--- src/rtl/flash_kg_pkg.sv ---
package flash_kg_pkg;
  localparam logic [5:0] OFS_CTRL  = 6'h04;
  localparam logic [5:0] OFS_CKEY  = 6'h0C;
  localparam logic [5:0] OFS_PKEY  = 6'h10;
  localparam logic [5:0] OFS_OKEY  = 6'h14;
  localparam logic [5:0] OFS_STAT  = 6'h18;
  localparam logic [5:0] OFS_WPROT = 6'h20;

  localparam logic [31:0] CKEY_A = 32'h89ABCDEF;
  localparam logic [31:0] CKEY_B = 32'h02030405;
  localparam logic [31:0] PKEY_A = 32'h8C9DAEBF;
  localparam logic [31:0] PKEY_B = 32'h13141516;
  localparam logic [31:0] OKEY_A = 32'hFBEAD9C8;
  localparam logic [31:0] OKEY_B = 32'h24252627;

  typedef enum logic [1:0] {OP_WORD = 2'd0, OP_HALF = 2'd1, OP_ERASE = 2'd2} op_e;

  // erase takes priority over half-page; both need PROG
  function automatic op_e op_of(input logic prog, input logic erase, input logic fprg);
    if (prog && erase) return OP_ERASE;
    if (prog && fprg)  return OP_HALF;
    return OP_WORD;
  endfunction
endpackage

--- src/rtl/flash_kg_keyseq.sv ---
module flash_kg_keyseq #(
  parameter logic [31:0] FIRST  = 32'h0,
  parameter logic [31:0] SECOND = 32'h0
) (
  input  logic        clk,
  input  logic        rst_n,
  input  logic        wr,
  input  logic        allow,
  input  logic [31:0] data,
  output logic        unlock
);
  logic armed;

  assign unlock = wr && allow && armed && (data == SECOND);

  // any write to the key register either arms on a fresh first key or disarms
  always_ff @(posedge clk) begin
    if (!rst_n)  armed <= 1'b0;
    else if (wr) armed <= allow && !armed && (data == FIRST);
  end
endmodule

--- src/rtl/flash_kg_busy.sv ---
module flash_kg_busy #(
  parameter int CNT_W = 8
) (
  input  logic             clk,
  input  logic             rst_n,
  input  logic             start,
  input  logic [CNT_W-1:0] len,
  output logic             busy,
  output logic             done
);
  logic [CNT_W-1:0] cnt;

  always_ff @(posedge clk) begin
    if (!rst_n)          cnt <= '0;
    else if (start)      cnt <= len;
    else if (cnt != '0)  cnt <= cnt - 1'b1;
  end

  assign busy = (cnt != '0);
  assign done = (cnt == CNT_W'(1)) && !start;
endmodule

--- src/rtl/flash_kg_regs.sv ---
module flash_kg_regs
  import flash_kg_pkg::*;
#(
  parameter int ADDR_W       = 16,
  parameter int PAGE_BYTES   = 256,
  parameter int SECTOR_BYTES = 4096,
  parameter int WORD_CYC     = 3,
  parameter int HALF_CYC     = 6,
  parameter int ERASE_CYC    = 10
) (
  input  logic              clk,
  input  logic              rst_n,
  input  logic              bus_we,
  input  logic [5:0]        bus_addr,
  input  logic [31:0]       bus_wdata,
  output logic [31:0]       bus_rdata,
  input  logic              mem_we,
  input  logic [ADDR_W-1:0] mem_addr,
  input  logic [31:0]       mem_wdata,
  output logic              arr_prog,
  output logic              arr_erase,
  output logic              arr_half,
  output logic [ADDR_W-1:0] arr_addr
);
  localparam int HALF_BYTES = PAGE_BYTES / 2;
  localparam int HALF_WORDS = HALF_BYTES / 4;
  localparam int PAGE_LSB   = $clog2(PAGE_BYTES);
  localparam int HALF_LSB   = $clog2(HALF_BYTES);
  localparam int IDX_W      = HALF_LSB - 2;
  localparam int SECT_LSB   = $clog2(SECTOR_BYTES);
  localparam int SECT_W     = ADDR_W - SECT_LSB;
  localparam int SECTORS    = 1 << SECT_W;
  localparam int CNT_W      = $clog2(WORD_CYC + HALF_CYC + ERASE_CYC + 1);

  function automatic logic [ADDR_W-1:0] align_down(input logic [ADDR_W-1:0] a, input int lsb);
    return (a >> lsb) << lsb;
  endfunction

  // ---- register state ----
  logic ctl_lock, pgm_lock, opt_lock;
  logic prog_b, data_b, ftdw_b, erase_b, fprg_b;
  logic [SECTORS-1:0] wprot;
  logic eop, err_wp, err_aln, err_siz;
  logic [IDX_W-1:0] hp_cnt;

  // ---- bus decode ----
  logic wr_ctrl, wr_ckey, wr_pkey, wr_okey, wr_stat, wr_wprot;
  assign wr_ctrl  = bus_we && (bus_addr == OFS_CTRL);
  assign wr_ckey  = bus_we && (bus_addr == OFS_CKEY);
  assign wr_pkey  = bus_we && (bus_addr == OFS_PKEY);
  assign wr_okey  = bus_we && (bus_addr == OFS_OKEY);
  assign wr_stat  = bus_we && (bus_addr == OFS_STAT);
  assign wr_wprot = bus_we && (bus_addr == OFS_WPROT);

  // ---- key sequencers ----
  logic ctl_unlock, pgm_unlock, opt_unlock;

  flash_kg_keyseq #(.FIRST(CKEY_A), .SECOND(CKEY_B)) u_ckey (
    .clk(clk), .rst_n(rst_n), .wr(wr_ckey), .allow(1'b1),
    .data(bus_wdata), .unlock(ctl_unlock));
  flash_kg_keyseq #(.FIRST(PKEY_A), .SECOND(PKEY_B)) u_pkey (
    .clk(clk), .rst_n(rst_n), .wr(wr_pkey), .allow(!ctl_lock),
    .data(bus_wdata), .unlock(pgm_unlock));
  flash_kg_keyseq #(.FIRST(OKEY_A), .SECOND(OKEY_B)) u_okey (
    .clk(clk), .rst_n(rst_n), .wr(wr_okey), .allow(!ctl_lock),
    .data(bus_wdata), .unlock(opt_unlock));

  // ---- flash-port command decode ----
  logic busy, busy_done;
  op_e  op;
  logic mem_go, blocked, misalign, bad_size, hp_miss, accept;
  logic start_word, start_erase, start_half, start_any;
  logic set_wp, set_aln, set_siz;
  logic [SECT_W-1:0] sector;
  logic [IDX_W-1:0]  hp_idx;
  logic [CNT_W-1:0]  run_len;

  assign op       = op_of(prog_b, erase_b, fprg_b);
  assign mem_go   = mem_we && !busy;
  assign sector   = mem_addr[ADDR_W-1:SECT_LSB];
  assign hp_idx   = mem_addr[HALF_LSB-1:2];
  assign blocked  = pgm_lock || wprot[sector];
  assign misalign = (mem_addr[1:0] != 2'b00);
  assign bad_size = (op == OP_ERASE) && (mem_wdata != 32'h0);
  assign hp_miss  = (op == OP_HALF) && (hp_idx != hp_cnt);
  assign accept   = mem_go && !blocked && !misalign && !bad_size && !hp_miss;

  assign start_word  = accept && (op == OP_WORD);
  assign start_erase = accept && (op == OP_ERASE);
  assign start_half  = accept && (op == OP_HALF) && (hp_cnt == IDX_W'(HALF_WORDS - 1));
  assign start_any   = start_word || start_erase || start_half;

  assign set_wp  = mem_go && blocked;
  assign set_aln = mem_go && !blocked && (misalign || hp_miss);
  assign set_siz = mem_go && !blocked && !misalign && bad_size;

  assign run_len = start_erase ? CNT_W'(ERASE_CYC) :
                   start_half  ? CNT_W'(HALF_CYC)  : CNT_W'(WORD_CYC);

  flash_kg_busy #(.CNT_W(CNT_W)) u_busy (
    .clk(clk), .rst_n(rst_n), .start(start_any), .len(run_len),
    .busy(busy), .done(busy_done));

  // ---- control register and locks ----
  always_ff @(posedge clk) begin
    if (!rst_n) begin
      ctl_lock <= 1'b1; pgm_lock <= 1'b1; opt_lock <= 1'b1;
      prog_b <= 1'b0; data_b <= 1'b0; ftdw_b <= 1'b0; erase_b <= 1'b0; fprg_b <= 1'b0;
    end else begin
      if (wr_ctrl) begin
        if (bus_wdata[0]) ctl_lock <= 1'b1;
        if (bus_wdata[1]) pgm_lock <= 1'b1;
        if (bus_wdata[2]) opt_lock <= 1'b1;
        if (!ctl_lock) begin
          prog_b  <= bus_wdata[3];
          data_b  <= bus_wdata[4];
          ftdw_b  <= bus_wdata[8];
          erase_b <= bus_wdata[9];
          fprg_b  <= bus_wdata[10];
        end
      end
      if (ctl_unlock) ctl_lock <= 1'b0;
      if (pgm_unlock) pgm_lock <= 1'b0;
      if (opt_unlock) opt_lock <= 1'b0;
    end
  end

  // ---- write protect ----
  always_ff @(posedge clk) begin
    if (!rst_n)                      wprot <= '0;
    else if (wr_wprot && !opt_lock)  wprot <= bus_wdata[SECTORS-1:0];
  end

  // ---- sticky status, set wins over clear ----
  always_ff @(posedge clk) begin
    if (!rst_n) begin
      eop <= 1'b0; err_wp <= 1'b0; err_aln <= 1'b0; err_siz <= 1'b0;
    end else begin
      eop     <= busy_done || (eop     && !(wr_stat && bus_wdata[1]));
      err_wp  <= set_wp    || (err_wp  && !(wr_stat && bus_wdata[8]));
      err_aln <= set_aln   || (err_aln && !(wr_stat && bus_wdata[9]));
      err_siz <= set_siz   || (err_siz && !(wr_stat && bus_wdata[10]));
    end
  end

  // ---- half-page word counter ----
  always_ff @(posedge clk) begin
    if (!rst_n)                            hp_cnt <= '0;
    else if (set_aln && op == OP_HALF)     hp_cnt <= '0;
    else if (accept && op == OP_HALF)      hp_cnt <= start_half ? '0 : hp_cnt + 1'b1;
  end

  // ---- array launch outputs ----
  always_ff @(posedge clk) begin
    if (!rst_n) begin
      arr_prog <= 1'b0; arr_erase <= 1'b0; arr_half <= 1'b0; arr_addr <= '0;
    end else begin
      arr_prog  <= start_word;
      arr_erase <= start_erase;
      arr_half  <= start_half;
      if (start_any)
        arr_addr <= start_erase ? align_down(mem_addr, PAGE_LSB) :
                    start_half  ? align_down(mem_addr, HALF_LSB) : mem_addr;
    end
  end

  // ---- read mux ----
  logic [31:0] ctrl_word, stat_word;
  assign ctrl_word = {21'b0, fprg_b, erase_b, ftdw_b, 3'b0, data_b, prog_b,
                      opt_lock, pgm_lock, ctl_lock};
  assign stat_word = {21'b0, err_siz, err_aln, err_wp, 4'b0, !busy, 1'b0, eop, busy};

  always_comb begin
    case (bus_addr)
      OFS_CTRL:  bus_rdata = ctrl_word;
      OFS_STAT:  bus_rdata = stat_word;
      OFS_WPROT: bus_rdata = 32'(wprot);
      default:   bus_rdata = 32'h0;
    endcase
  end
endmodule

--- config.mk ---
export PLATFORM = sky130hd
export DESIGN_NAME = flash_kg_regs
export DESIGN_NICKNAME = d
export VERILOG_FILES = /design/src/rtl/flash_kg_pkg.sv /design/src/rtl/flash_kg_keyseq.sv /design/src/rtl/flash_kg_busy.sv /design/src/rtl/flash_kg_regs.sv
export SDC_FILE = /design/constraint.sdc
export NUM_CORES = 1
export LEC_CHECK = 0
export BUFFER_PORTS_ARGS = -buffer_cell sky130_fd_sc_hd__buf_2
export CAP_MARGIN = 20
export CORE_MARGIN = 8
export CORE_UTILIZATION = 29
export DETAILED_ROUTE_END_ITERATION = 6
export GPL_TIMING_DRIVEN = 0
export PLACE_DENSITY = 0.52
export SETUP_SLACK_MARGIN = 0.4
export SYNTH_ARGS = -nofsm -noshare
export SYNTH_HDL_FRONTEND = slang
export SYNTH_SLANG_ARGS = --single-unit
--- constraint.sdc ---
create_clock -name clk -period 2.41 [get_ports clk]
set_clock_uncertainty 0.1 [all_clocks]
set_input_delay 0.6025 -clock clk [delete_from_list [all_inputs] [get_ports clk]]
set_output_delay 0.6025 -clock clk [all_outputs]
set_load 0.05 [all_outputs]
# Word-level counts from Yosys, hierarchy flattened
# Cells that the tools add are included.
# totals
regBits,60
output_inout_bits,51
elab_cells,155
# classes
addsub,2
order_cmp,1
n_eq_ne,17
mux,26
bitwise_logic,2
n_reduce_logical,85
# ops
operator,n
$eq 32x32->1 const B,3
$pmux 16 s3,1
$logic_and 1x1->1,46
$eq 32x26->1 const B,1
$eq 32x29->1 const B,1
$eq 32x30->1 const B,1
$reduce_bool 32->1,1
$eq 6x5->1 const B,3
$reduce_bool 2->1,8
$logic_not 1->1,15
$mux 5,3
$mux 1,13
$logic_or 1x1->1,8
$mux 2,4
$mux 8,1
$reduce_and 2->1,4
$mux 7,1
$eq 6x3->1 const B,1
$eq 6x4->1 const B,1
$eq 6x6->1 const B,1
$add 5x1->5 const B,1
$eq 5x1->1 const B,1
$eq 5x5->1 const B,1
$lt 4x5->1 const B,1
11 further kinds,12

# Logic depth before layout (Yosys ltp)
# logic_depth
ltp_word,16
ltp_mapped,9

# Cells and area by module
# Synthesis repeated with hierarchy kept, for this count alone.
# unflattened
cells_unflattened,456
area_unflattened_um2,3743.6
# modules_own_cells
module,instances,cells_each,area_each_um2,seq_area_each_um2
flash_kg_regs,1,338,2817.7,1041.0
flash_kg_busy,1,41,317.8,100.1
flash_kg_keyseq (u_okey),1,26,241.5,20.0
flash_kg_keyseq (u_pkey),1,26,192.7,20.0
flash_kg_keyseq (u_ckey),1,25,173.9,20.0

# Worst setup path before layout
# No wires, ideal clock.
# synth_path
kind,in2out
from,in bus_addr[3]
to,out bus_rdata[2]
arrival_ps,2126
t_required_ps,1707
setup_slack_ps,-418
path_stages,5
cell_sequence,nor2_1 -> nand2_1 -> nor4_1 -> clkbuf_1 -> a22o_1
# synth_between
elab_chain_len,2
elab_cells_between_ends,4
classes_between,3 x eq/ne; 1 x mux
# synth_rtl
element,line_no,rtl
start: declaration,flash_kg_regs.sv:14,"input logic [5:0] bus_addr,"
$eq 6x6->1 (tied with other cells),flash_kg_regs.sv:174,case (bus_addr)
$pmux 16 s3 (*),flash_kg_regs.sv:174,
end: declaration,flash_kg_regs.sv:16,"output logic [31:0] bus_rdata,"
# Mark *: on every way between the ends. The rest lies on a longest branch, timed or not.

# Worst setup path in the final report
# layout_path
from,in bus_addr[4]
to,out bus_rdata[3]
# Same word-level chain as after synthesis.

==> metrics.csv <==
stage,metric,value,unit
timing,worst_pin_slew,0.6142,ns
timing,slew_headroom,0.5905,
logic_synthesis,synth_area_per_cell,7.954,um2
global_routing,antenna_found_initial,0,
place,port_buffers,123,
logic_synthesis,synthDistinctLibCells,53,
timing,min_period,2.542,ns
timing,slew_violations,0,
drt,drt_pass1_iterations,4,
timing,finalWorstSetupSlack,-0.1319,ns
final_layout,area_delta_synth_final,66.05,%
die,core_area,0.01137,mm2
pwr,p_total,3.154,mW
logic_synthesis,synthAdderAreaFrac,0.01859,
worst_setup_path,worst-path-max-fanout,4,
logic_synthesis,synth-simple-area-share,0.3291,
final_layout,drive_above_1_share,0.4919,
timing,finalCritPeriodShare,1.055,
timing,fmax,393.4,MHz
place,placed_cells,705,
clock_tree,clk_pin_slew_worst_paths,0.06,ns
run,drv_cap,0,
pwr,p_per_area,564.5,mW/mm2
clock_tree,cts_buffers,9,
clock_tree,cts-root-buf,clkbuf_16,
final_layout,final_cells,761,
global_routing,grt_use_total,0.1742,
timing,final-setup-viol-count,24,
place,gp_congestion,0.8492,
logic_synthesis,seq_area_frac_synth,0.3570,
logic_synthesis,synth-async-reset-ratio,0,
pwr,p_leak,2.338,nW
final_layout,fin_nets,708,
worst_setup_path,start_kind,input port,
global_routing,grt_pass1_vias,4037,
pwr,ir_drop,361.4,uV
global_routing,gr-total-overflow,0,
clock_tree,hold_buffers,0,
drt,viasPerCell,5.183,
die,start_util,0.2959,
timing,hold_ws,0.3592,ns
clock_tree,cts_sinks,60,
timing,finalHoldViolations,0,
hold_path,hp-class,register to register,
worst_setup_path,path_cells,buf_8 > nor2_4 > nand2_4 > nor4_4 > buf_4 > buf_6 > a222oi_1 > inv_2 > buf_8,
logic_synthesis,synth_compound_area_frac,0.1528,
timing,fin_tns_setup,-1.124,ns
drt,vias,3944,
status,violations,negative setup slack,
worst_setup_path,arrival,1.84,ns
final_layout,antenna_cells,0,
drt,drtIter0Drc,209,
drt,wl,13.83,mm
clock_tree,clk-insertion-delay-late,0.33,ns
worst_setup_path,critPathMostFrequentCell,buf_8,
drt,drcViolationCount,0,
status,outcome,finished with violations,
logic_synthesis,yosysWarnings,0,
die,dieWidth,123.7,um
logic_synthesis,synth_cells,423,
worst_setup_path,critPathKind,input port to output pin,
place,dpl.hpwl,10.07,mm
logic_synthesis,synth_area_leaders,"dfxtp_1 (36%), nand2_1 (6.8%), a21oi_1 (6.2%), o21ai_0 (3.9%), nand4_1 (3.7%)",
logic_synthesis,yosys_register_bits,60,
timing,rsz0062_at_grt,yes,
worst_setup_path,cp_slowest_cell,a222oi_1,
logic_synthesis,yosysTopAreaCell,dfxtp_1,
drt,drtAntennaViolNets,0,
clock_tree,clock_path_buffers,2,
drt,detail_route.wl_per_cell,18.17,um
die,boundaryPins,141,
final_layout,layout_commonest_cell,buf_2,
logic_synthesis,synth_mux_area_frac,0.05281,
worst_setup_path,endpoint_kind,output pin,
final_layout,final_cell_mix,"buf_2 (101), nand2_1 (57), dfxtp_1 (57)",
die,dieHeight,123.7,um
logic_synthesis,synth_edf_count,0,
global_routing,grt_first_pass_wirelength,20.73,mm
die,rows,39,
global_routing,grt_max_degree,12,
die,die_area,0.01530,mm2
logic_synthesis,synth_top_family_by_area,simple AND/OR/NAND/NOR gates,
logic_synthesis,yosysTopAreaCellShare,0.3570,
logic_synthesis,synthXorXnorAreaFrac,0.01822,
logic_synthesis,synth_flop_cell,dfxtp_1,
worst_setup_path,slowest_delay,0.51,ns
logic_synthesis,syn_area,0.003364,mm2
clock_tree,htreeDepth,3,
worst_setup_path,crit_required,1.71,ns
clock_tree,cts_tree,built,
[registers in the layout, summed over array words and instances (netlist names)]
| register | flops |
|---|---|
| arr_addr | 16 |
| wprot | 16 |
| hp_cnt | 5 |
| u_busy.cnt | 5 |
| arr_erase | 1 |
| arr_half | 1 |
| arr_prog | 1 |
| ctl_lock | 1 |
| data_b | 1 |
| eop | 1 |
| erase_b | 1 |
| err_aln | 1 |
| err_siz | 1 |
| err_wp | 1 |
| fprg_b | 1 |
| ftdw_b | 1 |
| opt_lock | 1 |
| pgm_lock | 1 |
| prog_b | 1 |
| u_ckey.armed | 1 |
| u_okey.armed | 1 |
| u_pkey.armed | 1 |
[through the flow]
step / util / setup slack (ns) / instance area [um2]
floorplan: - / -0.1291 / 3511
global placement: 0.3787 / -0.8939 / 4305
detailed placement: 0.3791 / -0.5364 / 4310
CTS: 0.4738 / -0.1063 / 5386
global route: 0.4914 / -0.1515 / 5587
finish: 0.4914 / -0.1319 / 5587
[routing by layer]
metal,global-route usage,vias to the layer above,share of wire
met1,0.2065,1863,0.41
met4,0.06847,0,0.016
met3,0.03898,16,0.080
li1,-,1896,-
met2,0.2995,169,0.49
met5,0,-,0
[final timing paths]
kind	start	to	slack, ns	cells after the start
min reg2reg	arr_addr[5]	arr_addr[5]	0.36	2
max reg2reg	u_busy.cnt[0]	u_busy.cnt[0]	-0.10	8
min	arr_addr[5]	arr_addr[5]	0.36	2
max	bus_addr[4]	bus_rdata[3]	-0.13	9
[final cells by class]
| class | count | area, um2 |
|---|---|---|
| sequential | 60 | 1207 |
| tap | 143 | 178.9 |
| buffer | 34 | 301.5 |
| clock inverter | 6 | 63.81 |
| timing repair buffer | 164 | 1200 |
| clock buffer | 10 | 229.0 |
| inverter | 11 | 43.79 |
| multi-input combinational | 333 | 2362 |
| fill | 1064 | 5783 |
[cell usage after synthesis, drive strengths merged, types with 2 or more instances]
cell	count
o21ai	26
xnor2	6
clkbuf	17
mux4	3
nand3	7
nor4b	3
nand4b	5
and3	6
nor3b	2
nor4	16
ha	5
a31oi	4
nor3	10
nand4	20
a22o	2
mux2	2
and2	14
or2	3
inv	11
a222oi	6
mux2i	8
nor2b	2
a21oi	42
or4	5
nand3b	5
or3	3
buf	17
o2bb2ai	2
nand2	61
nand2b	3
dfxtp	60
nor2	32
[report_power, final]
group / internal, mW / switching (mW) / total [mW]
Sequential: 1.05 / 0.0599 / 1.11
Clock: 0.800 / 0.490 / 1.29
Combinational: 0.354 / 0.403 / 0.757
[cells by family after synthesis]
kind of cell / count (synthesis)
adder cells (fa/ha/maj): 5
AND/OR/NAND/NOR: 204
flip-flops: 60
XOR/XNOR: 7
multiplexers: 13
other: 1
AO/OA/AOI/OAI: 88
buffers and inverters: 45
[worst max-delay path, delay by kind of cell]
kind,cells,cell delay (ns)
compound gates,1,0.51
buf+inv,5,0.61
simple gates,3,0.13
[timing repair]
| item | in CTS | in global routing |
|---|---|---|
| pin swaps | 53 | 20 |
| setup buffers | 27 | 9 |
| cloned | 4 | 0 |
| gates resized for setup | 160 | 44 |
| setup endpoints to repair | 58 | 67 |
No activity file was read; power rests on OpenSTA's default activity.
